<file path="config.mk">
export PLATFORM = sky130hd
export DESIGN_NAME = match_timer
export DESIGN_NICKNAME = d
export VERILOG_FILES = /design/src/rtl/mtc_pkg.sv /design/src/rtl/mtc_prescaler.sv /design/src/rtl/mtc_match_unit.sv /design/src/rtl/mtc_timer_count.sv /design/src/rtl/match_timer.sv
export SDC_FILE = /design/constraint.sdc
export NUM_CORES = 1
export LEC_CHECK = 0
export BUFFER_PORTS_ARGS = -buffer_cell sky130_fd_sc_hd__clkbuf_2
export CAP_MARGIN = 30
export CORE_UTILIZATION = 61
export CTS_CLUSTER_DIAMETER = 80
export DETAILED_ROUTE_END_ITERATION = 8
export PLACE_DENSITY = 0.8
export SKIP_LAST_GASP = 1
export SLEW_MARGIN = 20
export SYNTH_ARGS = -nofsm -noshare
export SYNTH_HDL_FRONTEND = slang
export SYNTH_HIERARCHICAL = 1
export SYNTH_SLANG_ARGS = --single-unit
</file>
<file path="constraint.sdc">
create_clock -name clk -period 4.67 [get_ports clk]
set_input_delay 0.934 -clock clk [delete_from_list [all_inputs] [get_ports clk]]
set_output_delay 0.934 -clock clk [all_outputs]
set_load 0.02 [all_outputs]
</file>
<file path="src/rtl/mtc_pkg.sv">
package mtc_pkg;

    localparam int unsigned REG_W  = 32;
    localparam int unsigned ADDR_W = 4;
    localparam int unsigned ACT_W  = 3;

    localparam logic [ADDR_W-1:0] A_CTRL  = 4'd0;
    localparam logic [ADDR_W-1:0] A_LIMIT = 4'd1;
    localparam logic [ADDR_W-1:0] A_ACT   = 4'd2;
    localparam logic [ADDR_W-1:0] A_FLAGS = 4'd3;
    localparam logic [ADDR_W-1:0] A_MBASE = 4'd4;
    localparam logic [ADDR_W-1:0] A_TC    = 4'd12;
    localparam logic [ADDR_W-1:0] A_PC    = 4'd13;

    // Per-channel action bits; field order follows the action word layout.
    typedef struct packed {
        logic stop;
        logic clr;
        logic intr;
    } chan_act_t;

    typedef struct packed {
        logic halt;
        logic run;
    } ctrl_t;

    function automatic chan_act_t act_of(input logic [ACT_W-1:0] bits);
        return chan_act_t'(bits);
    endfunction

endpackage

</file>
<file path="src/rtl/mtc_prescaler.sv">
module mtc_prescaler #(
    parameter int unsigned W = 32
) (
    input  logic         clk,
    input  logic         rst,
    input  logic         hold_zero,
    input  logic         run,
    input  logic [W-1:0] limit,
    output logic [W-1:0] pc,
    output logic         tick
);

    assign tick = run && (pc == limit);

    always_ff @(posedge clk) begin
        if (rst || hold_zero) begin
            pc <= '0;
        end else if (run) begin
            pc <= tick ? '0 : pc + W'(1);
        end
    end

    p_hold_zero_r9: assert property (@(posedge clk) disable iff (rst)
        hold_zero |=> (pc == '0));

    p_idle_stable_r2: assert property (@(posedge clk) disable iff (rst)
        (!run && !hold_zero) |=> $stable(pc));

    p_wrap_r2: assert property (@(posedge clk) disable iff (rst)
        (tick && !hold_zero) |=> (pc == '0));

endmodule

</file>
<file path="src/rtl/mtc_match_unit.sv">
module mtc_match_unit
    import mtc_pkg::*;
#(
    parameter int unsigned W = 32,
    parameter int unsigned N = 3
) (
    input  logic [N-1:0][W-1:0]     mval,
    input  logic [N*ACT_W-1:0]      act_word,
    input  logic [W-1:0]            tc,
    input  logic                    tick,
    output logic [N-1:0]            hit_intr,
    output logic                    any_clr,
    output logic                    any_stop
);

    logic [N-1:0] hit_clr;
    logic [N-1:0] hit_stop;

    for (genvar i = 0; i < N; i++) begin : g_chan
        chan_act_t act;
        logic      event_i;
        assign act         = act_of(act_word[ACT_W*i +: ACT_W]);
        assign event_i     = tick && (tc == mval[i]);
        assign hit_intr[i] = event_i && act.intr;
        assign hit_clr[i]  = event_i && act.clr;
        assign hit_stop[i] = event_i && act.stop;
    end

    assign any_clr  = |hit_clr;
    assign any_stop = |hit_stop;

endmodule

</file>
<file path="src/rtl/mtc_timer_count.sv">
module mtc_timer_count #(
    parameter int unsigned W = 32
) (
    input  logic         clk,
    input  logic         rst,
    input  logic         hold_zero,
    input  logic         tick,
    input  logic         match_clr,
    input  logic         match_stop,
    output logic [W-1:0] tc
);

    always_ff @(posedge clk) begin
        if (rst || hold_zero) begin
            tc <= '0;
        end else if (tick) begin
            if (match_clr) begin
                tc <= '0;
            end else if (!match_stop) begin
                tc <= tc + W'(1);
            end
        end
    end

    p_match_reset_r7: assert property (@(posedge clk) disable iff (rst)
        (tick && match_clr) |=> (tc == '0));

    p_stop_holds_r8: assert property (@(posedge clk) disable iff (rst)
        (tick && match_stop && !match_clr && !hold_zero) |=> $stable(tc));

    p_step_r2: assert property (@(posedge clk) disable iff (rst)
        (tick && !match_clr && !match_stop && !hold_zero) |=> (tc == $past(tc) + W'(1)));

    p_no_tick_still_r2: assert property (@(posedge clk) disable iff (rst)
        (!tick && !hold_zero) |=> $stable(tc));

endmodule

</file>
<file path="src/rtl/match_timer.sv">
module match_timer
    import mtc_pkg::*;
#(
    parameter int unsigned CNT_W = 32,
    parameter int unsigned N_CH  = 3
) (
    input  logic        clk,
    input  logic        rst,
    input  logic        wr_en,
    input  logic [3:0]  addr,
    input  logic [31:0] wr_data,
    output logic [31:0] rd_data,
    output logic        irq
);

    localparam int unsigned AW_BITS = N_CH * ACT_W;

    ctrl_t                     ctrl;
    logic [CNT_W-1:0]          limit;
    logic [AW_BITS-1:0]        act_word;
    logic [N_CH-1:0]           flags;
    logic [N_CH-1:0][CNT_W-1:0] mval;

    logic [CNT_W-1:0] pc;
    logic [CNT_W-1:0] tc;
    logic             tick;
    logic             running;
    logic [N_CH-1:0]  hit_intr;
    logic             any_clr;
    logic             any_stop;

    logic wr_ctrl;
    logic wr_flags;

    assign running  = ctrl.run && !ctrl.halt;
    assign wr_ctrl  = wr_en && (addr == A_CTRL);
    assign wr_flags = wr_en && (addr == A_FLAGS);

    mtc_prescaler #(.W(CNT_W)) u_pre (
        .clk       (clk),
        .rst       (rst),
        .hold_zero (ctrl.halt),
        .run       (running),
        .limit     (limit),
        .pc        (pc),
        .tick      (tick)
    );

    mtc_match_unit #(.W(CNT_W), .N(N_CH)) u_match (
        .mval     (mval),
        .act_word (act_word),
        .tc       (tc),
        .tick     (tick),
        .hit_intr (hit_intr),
        .any_clr  (any_clr),
        .any_stop (any_stop)
    );

    mtc_timer_count #(.W(CNT_W)) u_tc (
        .clk        (clk),
        .rst        (rst),
        .hold_zero  (ctrl.halt),
        .tick       (tick),
        .match_clr  (any_clr),
        .match_stop (any_stop),
        .tc         (tc)
    );

    // Control: a software write in the same clock wins over a stop event.
    always_ff @(posedge clk) begin
        if (rst) begin
            ctrl <= '0;
        end else if (wr_ctrl) begin
            ctrl <= ctrl_t'(wr_data[1:0]);
        end else if (any_stop) begin
            ctrl.run <= 1'b0;
        end
    end

    always_ff @(posedge clk) begin
        if (rst) begin
            limit    <= '0;
            act_word <= '0;
        end else if (wr_en) begin
            if (addr == A_LIMIT) limit    <= wr_data[CNT_W-1:0];
            if (addr == A_ACT)   act_word <= wr_data[AW_BITS-1:0];
        end
    end

    for (genvar i = 0; i < N_CH; i++) begin : g_mreg
        always_ff @(posedge clk) begin
            if (rst) begin
                mval[i] <= '0;
            end else if (wr_en && (addr == A_MBASE + 4'(i))) begin
                mval[i] <= wr_data[CNT_W-1:0];
            end
        end
    end

    // Sticky flags: new events win over a simultaneous clear.
    always_ff @(posedge clk) begin
        if (rst) begin
            flags <= '0;
        end else begin
            flags <= (flags & ~(wr_flags ? wr_data[N_CH-1:0] : '0)) | hit_intr;
        end
    end

    assign irq = |flags;

    always_comb begin
        rd_data = '0;
        unique case (addr)
            A_CTRL:  rd_data = 32'(ctrl);
            A_LIMIT: rd_data = 32'(limit);
            A_ACT:   rd_data = 32'(act_word);
            A_FLAGS: rd_data = 32'(flags);
            A_TC:    rd_data = 32'(tc);
            A_PC:    rd_data = 32'(pc);
            default: begin
                for (int i = 0; i < N_CH; i++) begin
                    if (addr == A_MBASE + 4'(i)) rd_data = 32'(mval[i]);
                end
            end
        endcase
    end

    p_stop_drops_run_r8: assert property (@(posedge clk) disable iff (rst)
        (any_stop && !wr_ctrl) |=> !ctrl.run);

    p_flag_sticky_r6: assert property (@(posedge clk) disable iff (rst)
        !wr_flags |=> (($past(flags) & ~flags) == '0));

    p_irq_raise_r5: assert property (@(posedge clk) disable iff (rst)
        (|hit_intr) |=> irq);

    p_tick_needs_run_r4: assert property (@(posedge clk) disable iff (rst)
        tick |-> running);

endmodule

</file>
**After elaboration in Yosys (flattened, before gate mapping)**

Cells that the tools add are included.
W data, S select, Z words.

- Input bits: 39
- Word-level logic and storage cells: 67
- Register bits: 206
- Output and inout port bits: 33

- Add/subtract/negate cells: 2
- Reduce and logical (&&, ||, !) cells: 29
- Muxes and demuxes: 10
- Equality and inequality tests: 13
- Bitwise gates (word level): 3

Operators with widths:

| cell | number |
|---|---|
| $mux W32 | 6 |
| $pmux W32 S6 | 1 |
| $eq A32 B32 Y1 | 4 |
| $add A32 B1 Y32 const B | 2 |
| $logic_and A1 B1 Y1 | 19 |
| $eq A4 B3 Y1 const B | 3 |
| $reduce_or A3 Y1 | 3 |
| $eq A4 B2 Y1 const B | 2 |
| $eq A4 B4 Y1 const B | 2 |
| $reduce_and A2 Y1 | 3 |
| $eq A4 B1 Y1 const B | 1 |
| $logic_not A4 Y1 | 1 |
| $and A3 B3 Y3 | 1 |
| $mux W3 | 1 |
| $not A3 Y3 | 1 |
| $or A3 B3 Y3 | 1 |
| $mux W1 | 2 |
| $ne A2 B2 Y1 const B | 1 |
| $reduce_bool A2 Y1 | 1 |
| $logic_not A1 Y1 | 1 |
| $logic_or A1 B1 Y1 | 1 |

**Longest topological paths before layout**

Gate-level depths: netlist of the first run.

- Depth after elaboration: 8
- Gate-level depth with buffers: 14
- Mapped depth without buffers: 11

**Modules after synthesis**

Netlist of the first run, hierarchy kept.

By module, submodules not included:

| module | sequential area each (um^2) | area an instance (um^2) | cells an instance | times used |
|---|---|---|---|---|
| match_timer | 2,842.7 | 7,263.2 | 917 | 1 |
| mtc_prescaler | 640.6 | 1,899.3 | 220 | 1 |
| mtc_timer_count | 640.6 | 1,686.6 | 202 | 1 |
| mtc_match_unit | 0.0 | 1,131.1 | 147 | 1 |

**Worst setup path before layout of the first run**

No wires, ideal clock.

- Path type: register -> register
- Start point: register ctrl[0] in the netlist's numbering
- End point: register u_tc.tc[25]
- Library setup time: 0.070 ns
- Clock period less this slack: 3.486 ns
- Stages on the path, launching flop included: 14
- Required time: 4.600 ns
- Path slack: 1.184 ns
- Buffers on the path: 2
- Data arrival time: 3.416 ns
- Cells stage by stage: dfxtp_1 nor2b_1 clkbuf_2 nand3_1 or4_4 nor3_1 and3_1 nand3_1 o221ai_1 nor2b_1 buf_2 or4_4 or4_1 a21oi_1

- Word-level cells in the longest chain between the ends: 7
- Elaborated cells between the ends (all ways): 16
- Those cells by class: eq/ne: 1; mux: 1; reduce/logical: 14

RTL lines:

| element | line | text |
|---|---|---|
| start, declared | match_timer.sv:18 | `ctrl_t ctrl;` |
| start signal, assigned | match_timer.sv:74 | `ctrl <= ctrl_t'(wr_data[1:0]);` |
| $logic_and A1 B1 Y1 * | match_timer.sv:35 | `assign running = ctrl.run && !ctrl.halt;` |
| named net running | match_timer.sv:27 | `logic running;` |
| $logic_and A1 B1 Y1 * | mtc_prescaler.sv:13 | `assign tick = run && (pc == limit);` |
| named net tick | match_timer.sv:26 | `logic tick;` |
| $logic_and A1 B1 Y1 | mtc_match_unit.sv:23 | `assign event_i = tick && (tc == mval[i]);` |
| $logic_and A1 B1 Y1 | mtc_match_unit.sv:25 | `assign hit_clr[i] = event_i && act.clr;` |
| $reduce_or A3 Y1 * | mtc_match_unit.sv:29 | `assign any_clr = \|hit_clr;` |
| named net any_clr | match_timer.sv:29 | `logic any_clr;` |
| $ne A2 B2 Y1 (no line) | n/a |  |
| $reduce_and A2 Y1 (no line) | n/a |  |
| end signal, assigned | mtc_timer_count.sv:20 | `tc <= tc + W'(1);` |
| end, declared | mtc_timer_count.sv:10 | `output logic [W-1:0] tc` |

Mark *: on every way through the listed nets, which the timed path passes. The rest lies on a longest branch.
A chain may end at the register's enable or synchronous reset.

**Worst setup path in the final report of the first run**

- Start point: register ctrl[1] in the netlist's numbering
- End point: register u_tc.tc[21]

- Word-level cells in the longest chain between the ends: 8
- Elaborated cells between the ends (all ways): 18
- Those cells by class: eq/ne: 1; mux: 1; reduce/logical: 16

RTL lines:

| element | line |
|---|---|
| $logic_not A1 Y1 * | match_timer.sv:35 |
| $logic_and A1 B1 Y1 * | match_timer.sv:35 |
| named net running | match_timer.sv:27 |
| $logic_and A1 B1 Y1 * | mtc_prescaler.sv:13 |
| named net tick | match_timer.sv:26 |
| $logic_and A1 B1 Y1 | mtc_match_unit.sv:23 |
| $logic_and A1 B1 Y1 | mtc_match_unit.sv:25 |
| $reduce_or A3 Y1 * | mtc_match_unit.sv:29 |
| named net any_clr | match_timer.sv:29 |
| $ne A2 B2 Y1 (no line) | n/a |
| $reduce_and A2 Y1 (no line) | n/a |

Marked as above.

==> results of run 1 <==
-- critical path, delay by kind of cell, from the launching register on --
family	cells	cell delay [ns]
AND/OR/NAND/NOR	9	2.63
AO/OA/AOI/OAI	2	0.50
buffers and inverters	3	0.55
flip-flops	1	0.39
-- per-layer routing --
metal	wire, um	GRT usage	share of wire
met1	15800	0.534	0.38
met2	18200	0.627	0.44
met3	5150	0.0902	0.12
met4	2650	0.231	0.063
met5	18	0	0.00043
-- kinds of logic after synthesis --
logic type               after synthesis
XOR/XNOR                             164
AND/OR/NAND/NOR                      483
flip-flops                           206
multiplexers                          20
buffers and inverters                148
AO/OA/AOI/OAI                        463
adder cells (fa/ha/maj)                2
-- cell usage in the layout, fill, tap and decap left out, drive strengths merged, types with 26 or more instances in the layout --
cell type	Yosys	final
a2bb2oi	26	26
xnor2	118	118
dfxtp	206	206
xor2	46	46
nor2	77	77
a21oi	158	158
nand2	46	46
o21ai	182	182
o221ai	27	27
nand3	178	178
nand4	44	44
buf	76	41
clkbuf	58	102
-- registers in the layout (all words and copies together), names as in the netlist --
| name | cells |
|---|---|
| flags | 3 |
| ctrl | 2 |
| u_tc/tc | 32 |
| u_pre/pc | 32 |
| mval | 96 |
| limit | 32 |
| act_word | 9 |
-- metrics by stage --
stage | hold slack (ns) | instance area [sq um] | total power (uW)
finish | 0.500 | 13100 | 4140
global route | 0.527 | 13100 | 4220
CTS | 0.501 | 13100 | 4120
detailed placement | 0.488 | 12300 | 2170
global placement | 0.481 | 12200 | 2170
floorplan | 0.459 | 12000 | 2060
-- worst paths after layout --
kind,start,endpoint,slack (ns),cells after the start
min,flags[0]$_SDFF_PP0_,flags[0]$_SDFF_PP0_,0.50,2
max,ctrl[1]$_SDFFE_PP0P_,u_tc/tc[21]$_SDFFE_PP0P_,0.51,14
min reg2reg,flags[0]$_SDFF_PP0_,flags[0]$_SDFF_PP0_,0.50,2
max reg2reg,ctrl[1]$_SDFFE_PP0P_,u_tc/tc[21]$_SDFFE_PP0P_,0.51,14
-- area by class of cell --
| class | count | area (sq um) | share of cell area |
|---|---|---|---|
| Timing Repair Buffer | 111 | 723 | 0.0551 |
| Inverter | 14 | 52.6 | 0.00400 |
| Multi-Input combinational cell | 1132 | 7100 | 0.540 |
| Sequential cell | 206 | 4120 | 0.314 |
| Tap cell | 260 | 325 | 0.0248 |
| Clock inverter | 9 | 153 | 0.0116 |
| Clock buffer | 32 | 659 | 0.0502 |
-- Yosys cell counts (10+ instances only) --
cell type,n
nand4_1,42
mux2_2,10
o21ai_1,25
clkbuf_1,56
o21ai_0,157
xnor2_1,118
and3b_1,11
nor4_1,25
mux2i_1,10
a21oi_1,158
and4_1,10
o31ai_1,10
and3_1,14
nand2_1,46
inv_1,14
xor2_1,46
nand2b_1,15
nand3_1,178
nor2_1,75
dfxtp_1,206
nor3_1,11
buf_6,18
a2bb2oi_1,26
buf_2,50
a22oi_1,25
or4_1,10
o221ai_1,27
-- power by group through the flow --
stage | clock [uW] | combinational [uW] | sequential [uW]
final | 1980 | 369 | 1790
after detailed placement | 0 | 348 | 1830
after CTS | 1980 | 350 | 1790
after global routing | 2050 | 383 | 1790
after global placement | 0 | 344 | 1830
after floorplan | 0 | 236 | 1820
==> impl_metrics.ini, run 1 <==
[sta]
layout_setup_ws_ns = 0.507
min_period_over_period = 0.891
skew_ns = 0.0112
setup_viol = 0
layout_min_cycle_time_ns = 4.16
fmax_mhz = 240
final-max-slew-violation-count = 0
tightest_slew_ns = 0.878
finalHoldViolCount = 0
tns_ns = 0
rsz0062_at_grt = false
relSlewSlack = 0.409

[power]
switching_share = 0.255
seq_power_share = 0.432
ir_worst_vdd_mv = 0.267
p_sw_uw = 1060
power.internal_uw = 3080
p_comb_frac = 0.089
power.density_nw_per_um2 = 315
clkPwrFrac = 0.479
p_leak_uw = 0.00443

[run]
cap_violations = 0

[critical_path]
start_kind = flop
cp_cell_sequence = nor2b_1, buf_4, nand3_1, or4_4, nor3_1, buf_4, and3_1, nand3_1, o221ai_1, buf_4, nand2b_1, nand4_1, or4_1, a21oi_1
worst_path_max_delay_cell = or4_1
critPathRequiredTime_ns = 5.12
cp-end-kind = flop
path_common_cell = buf_4
crit_path_max_incr_delay_ns = 0.67
cp_max_fo = 14
crit_arrival_ns = 4.61
path_class = reg -> reg

[clock_tree]
cts_tree = built
clkTransAtPathRegs_ns = 0.06
ctsHoldBuffers = 0
clock-sinks = 206
cts_root_buf = clkbuf_16
post_cts_buffers = 0
h-tree-depth = 1
clock_path_buffers = 3
numCtsBuffers = 23
clk_latency_ns = 0.53
cts_resized = 0

[yosys]
seq_area_frac_synth = 0.344
synth_top_family_by_area = compound AO/OA/AOI/OAI gates
synth-seq-cells = 206
synth-adder-area-share = 0.00209
synthArstFlopShare = 0
avgSynthCellArea_sq_um = 8.06
netlist_area_sq_um = 12000
yosysTopAreaCell = dfxtp_1
synth-simple-area-share = 0.221
synthesis.nets = 1527
synth-edff-count = 0
synthDominantCellAreaShare = 0.344
synth_warnings = 6
yosys.cell_types.count = 62
synthFlopType = dfxtp_1
synth.mux.area_fraction = 0.0178
synth_xor_area_frac = 0.120
synth_compound_area_frac = 0.229
yosys-top-cells-area = dfxtp_1 (34%), xnor2_1 (8.6%), nand3_1 (7.4%)
syn_inst = 1486

[global_route]
grt_pass1_vias = 11200
grt_pass1_wl_mm = 63.7
antenna_found_initial = 1
grt_remaining_overflow = 0
track_usage = 0.410
grt_start_max_net_pins = 97

[cells_and_area]
fillers = 1592
layout.cells.non_filler = 1764
area_delta_synth_final_pct = 9.63
nets = 1529
final_util = 0.693
drive_above_1_share = 0.124
num_antenna_cells = 0

[route]
wl_per_cell_um = 23.7
dr.pass1.iters = 6
vias = 12300
viasPerCell = 6.99
drtIter0Drc = 1556
ant_nets = 0
wl_mm = 41.8
drc = 0

[die]
die_h_um = 142
die_w_um = 142
num_io_pins = 72
dieArea_sq_um = 20200
start_util = 0.632
rows = 50
core-area_sq_um = 19000

[hold_path]
hp-class = reg -> reg

[place]
dp_worst_setup_slack_ns = 0.604
place_congestion = 0.960
place_hpwl_mm = 28.5
dp.cells = 1721
port_buffers = 71

[run_status]
status = complete, no violations
No activity file was read; power rests on OpenSTA's default activity.
==> run 2, diff against run 1 <==
--- a/config.mk
+++ b/config.mk
@@ -7,6 +7,7 @@
 export LEC_CHECK = 0
 export BUFFER_PORTS_ARGS = -buffer_cell sky130_fd_sc_hd__clkbuf_2
 export CAP_MARGIN = 30
+export CORE_MARGIN = 10
 export CORE_UTILIZATION = 61
 export CTS_CLUSTER_DIAMETER = 80
 export DETAILED_ROUTE_END_ITERATION = 8
==> constraint.sdc (replaced) <==
create_clock -name clk -period 4.76 [get_ports clk]
set_input_delay 0.952 -clock clk [delete_from_list [all_inputs] [get_ports clk]]
set_output_delay 0.952 -clock clk [all_outputs]
set_load 0.02 [all_outputs]
==> run 2 against run 1 <==
Count of clock-buffer cells in the layout rose by 7. Hold slack got worse by 0.013 ns. Worst setup slack got worse by 0.015 ns. Fmax fell by 2.5%. First-iteration DRC count rose by 3.9%. Register-to-register slack got worse by 0.02 ns. Utilization fell by 2.0 points. Via count fell by 0.22%. Total power fell by 4.7%. Largest cell class unchanged.
==> impl_metrics.ini, run 2 (same netlist as run 1, synthesis figures left out) <==
[clock_tree]
ctsHoldBuffers = 0
clock_path_buffers = 3
post_cts_buffers = 0
clock-sinks = 206
cts_root_buf = clkbuf_16
clkTransAtPathRegs_ns = 0.06
clk_latency_ns = 0.53
cts_resized = 0
h-tree-depth = 1
numCtsBuffers = 24
cts_tree = built

[sta]
hold-worst-slack_ns = 0.487
tightest_slew_ns = 0.938
min_period_over_period = 0.897
tns_ns = 0
layout_min_cycle_time_ns = 4.27
relSlewSlack = 0.369
skew_ns = 0.0111
setup_viol = 0
finalHoldViolCount = 0
rsz0062_at_grt = false
fmax_mhz = 234
final-max-slew-violation-count = 0

[cells_and_area]
fillers = 1726
multi_input_area_sq_um = 7100
largest_register_ffs = 96
nets = 1528
top_register = mval
num_antenna_cells = 0
drive_above_1_share = 0.123
seq_area_sq_um = 4120
final_common_cell = dfxtp_1
stdcell_area_sq_um = 13100
area_delta_synth_final_pct = 8.99
layout_common_cells = dfxtp_1 (206), nand3_1 (178), a21oi_1 (158)
final_util = 0.673

[die]
die_h_um = 160
rows = 51
start_util = 0.618
dieArea_sq_um = 25600
core-area_sq_um = 19400
num_io_pins = 72
die_w_um = 160

[route]
wl_per_cell_um = 24.2
viasPerCell = 6.95
drc = 0
dr.pass1.iters = 6
ant_nets = 0
wl_mm = 42.8
vias = 12300
drtIter0Drc = 1616

[power]
ir_worst_vdd_mv = 0.222
seq_power_share = 0.445
p_leak_uw = 0.00440
switching_share = 0.262
finalPower_uw = 3940
power.internal_uw = 2910
power.density_nw_per_um2 = 302
p_sw_uw = 1040
clkPwrFrac = 0.463
p_comb_frac = 0.092

[hold_path]
hp-class = reg -> reg

[run]
cap_violations = 0

[place]
place_hpwl_mm = 29.7
dpl_cell_area_sq_um = 12300
port_buffers = 71
place_congestion = 0.993

[critical_path]
timing.rr.end = u_tc/tc[15]$_SDFFE_PP0P_
cp-endpoint = u_tc/tc[15]$_SDFFE_PP0P_
r2r_start = ctrl[1]$_SDFFE_PP0P_
crit_arrival_ns = 4.72
critPathRequiredTime_ns = 5.21
path_class = reg -> reg
start_kind = flop
cp_max_fo = 14
startpoint = ctrl[1]$_SDFFE_PP0P_
r2r_setup_slack_ns = 0.49
cp-end-kind = flop
ff2ff_path_depth = 12

[global_route]
grt_pass1_wl_mm = 65.0
antenna_found_initial = 1
track_usage = 0.312
grt_start_max_net_pins = 97
grt_remaining_overflow = 0
grt_pass1_vias = 11300

[run_status]
status = complete, no violations
-- run 2: cell type report --
cell class	count	area share
Tap cell	265	0.0254
Timing Repair Buffer	109	0.0520
Multi-Input combinational cell	1132	0.544
Clock inverter	5	0.00192
Sequential cell	206	0.316
Clock buffer	39	0.0573
Inverter	14	0.00402
-- run 2: per-layer routing --
layer,global-route usage,wire (um),vias to the layer above
met5,0,0,-
met4,0.156,2450,0
met3,0.0748,5240,186
met2,0.462,18200,875
met1,0.415,16900,5806
li1,-,-,5434
-- run 2: worst min path at each step --
stage	startpoint	to	slack (ns)	depth (start not counted)
after CTS	flags[2]$_SDFF_PP0_	flags[2]$_SDFF_PP0_	0.49	2
after global placement	flags[2]$_SDFF_PP0_	flags[2]$_SDFF_PP0_	0.48	2
after floorplan	flags[2]$_SDFF_PP0_	flags[2]$_SDFF_PP0_	0.46	2
after detailed placement	flags[2]$_SDFF_PP0_	flags[2]$_SDFF_PP0_	0.48	2
after global routing	mval[86]$_SDFFE_PP0P_	mval[86]$_SDFFE_PP0P_	0.52	2
final	flags[2]$_SDFF_PP0_	flags[2]$_SDFF_PP0_	0.49	2
-- run 2: critical path: stages (launching register included) --
cell      delay (ns)
dfxtp_1         0.38
nor2b_1         0.42
nand3_1         0.14
or4_4           0.60
nor3_1          0.15
buf_4           0.22
and3_1          0.16
nand3_1         0.13
o221ai_1        0.42
nand2b_1        0.22
nand4_1         0.50
or4_1           0.67
a21oi_1         0.17
-- run 2: power groups by stage --
stage	Combinational (uW)	Sequential, uW	Clock, uW
global route	378	1760	1880
finish	364	1750	1830
detailed placement	345	1790	0
global placement	342	1790	0
CTS	346	1750	1820
floorplan	232	1790	0
-- run 2: per-stage QoR --
step | setup WS, ns | cells
6_report | 0.491 | 1770
5_1_grt | 0.214 | 1770
4_1_cts | 0.570 | 1769
3_5_place_dp | 0.604 | 1725
3_3_place_gp | 0.694 | 1724
2_1_floorplan | 1.27 | 1486
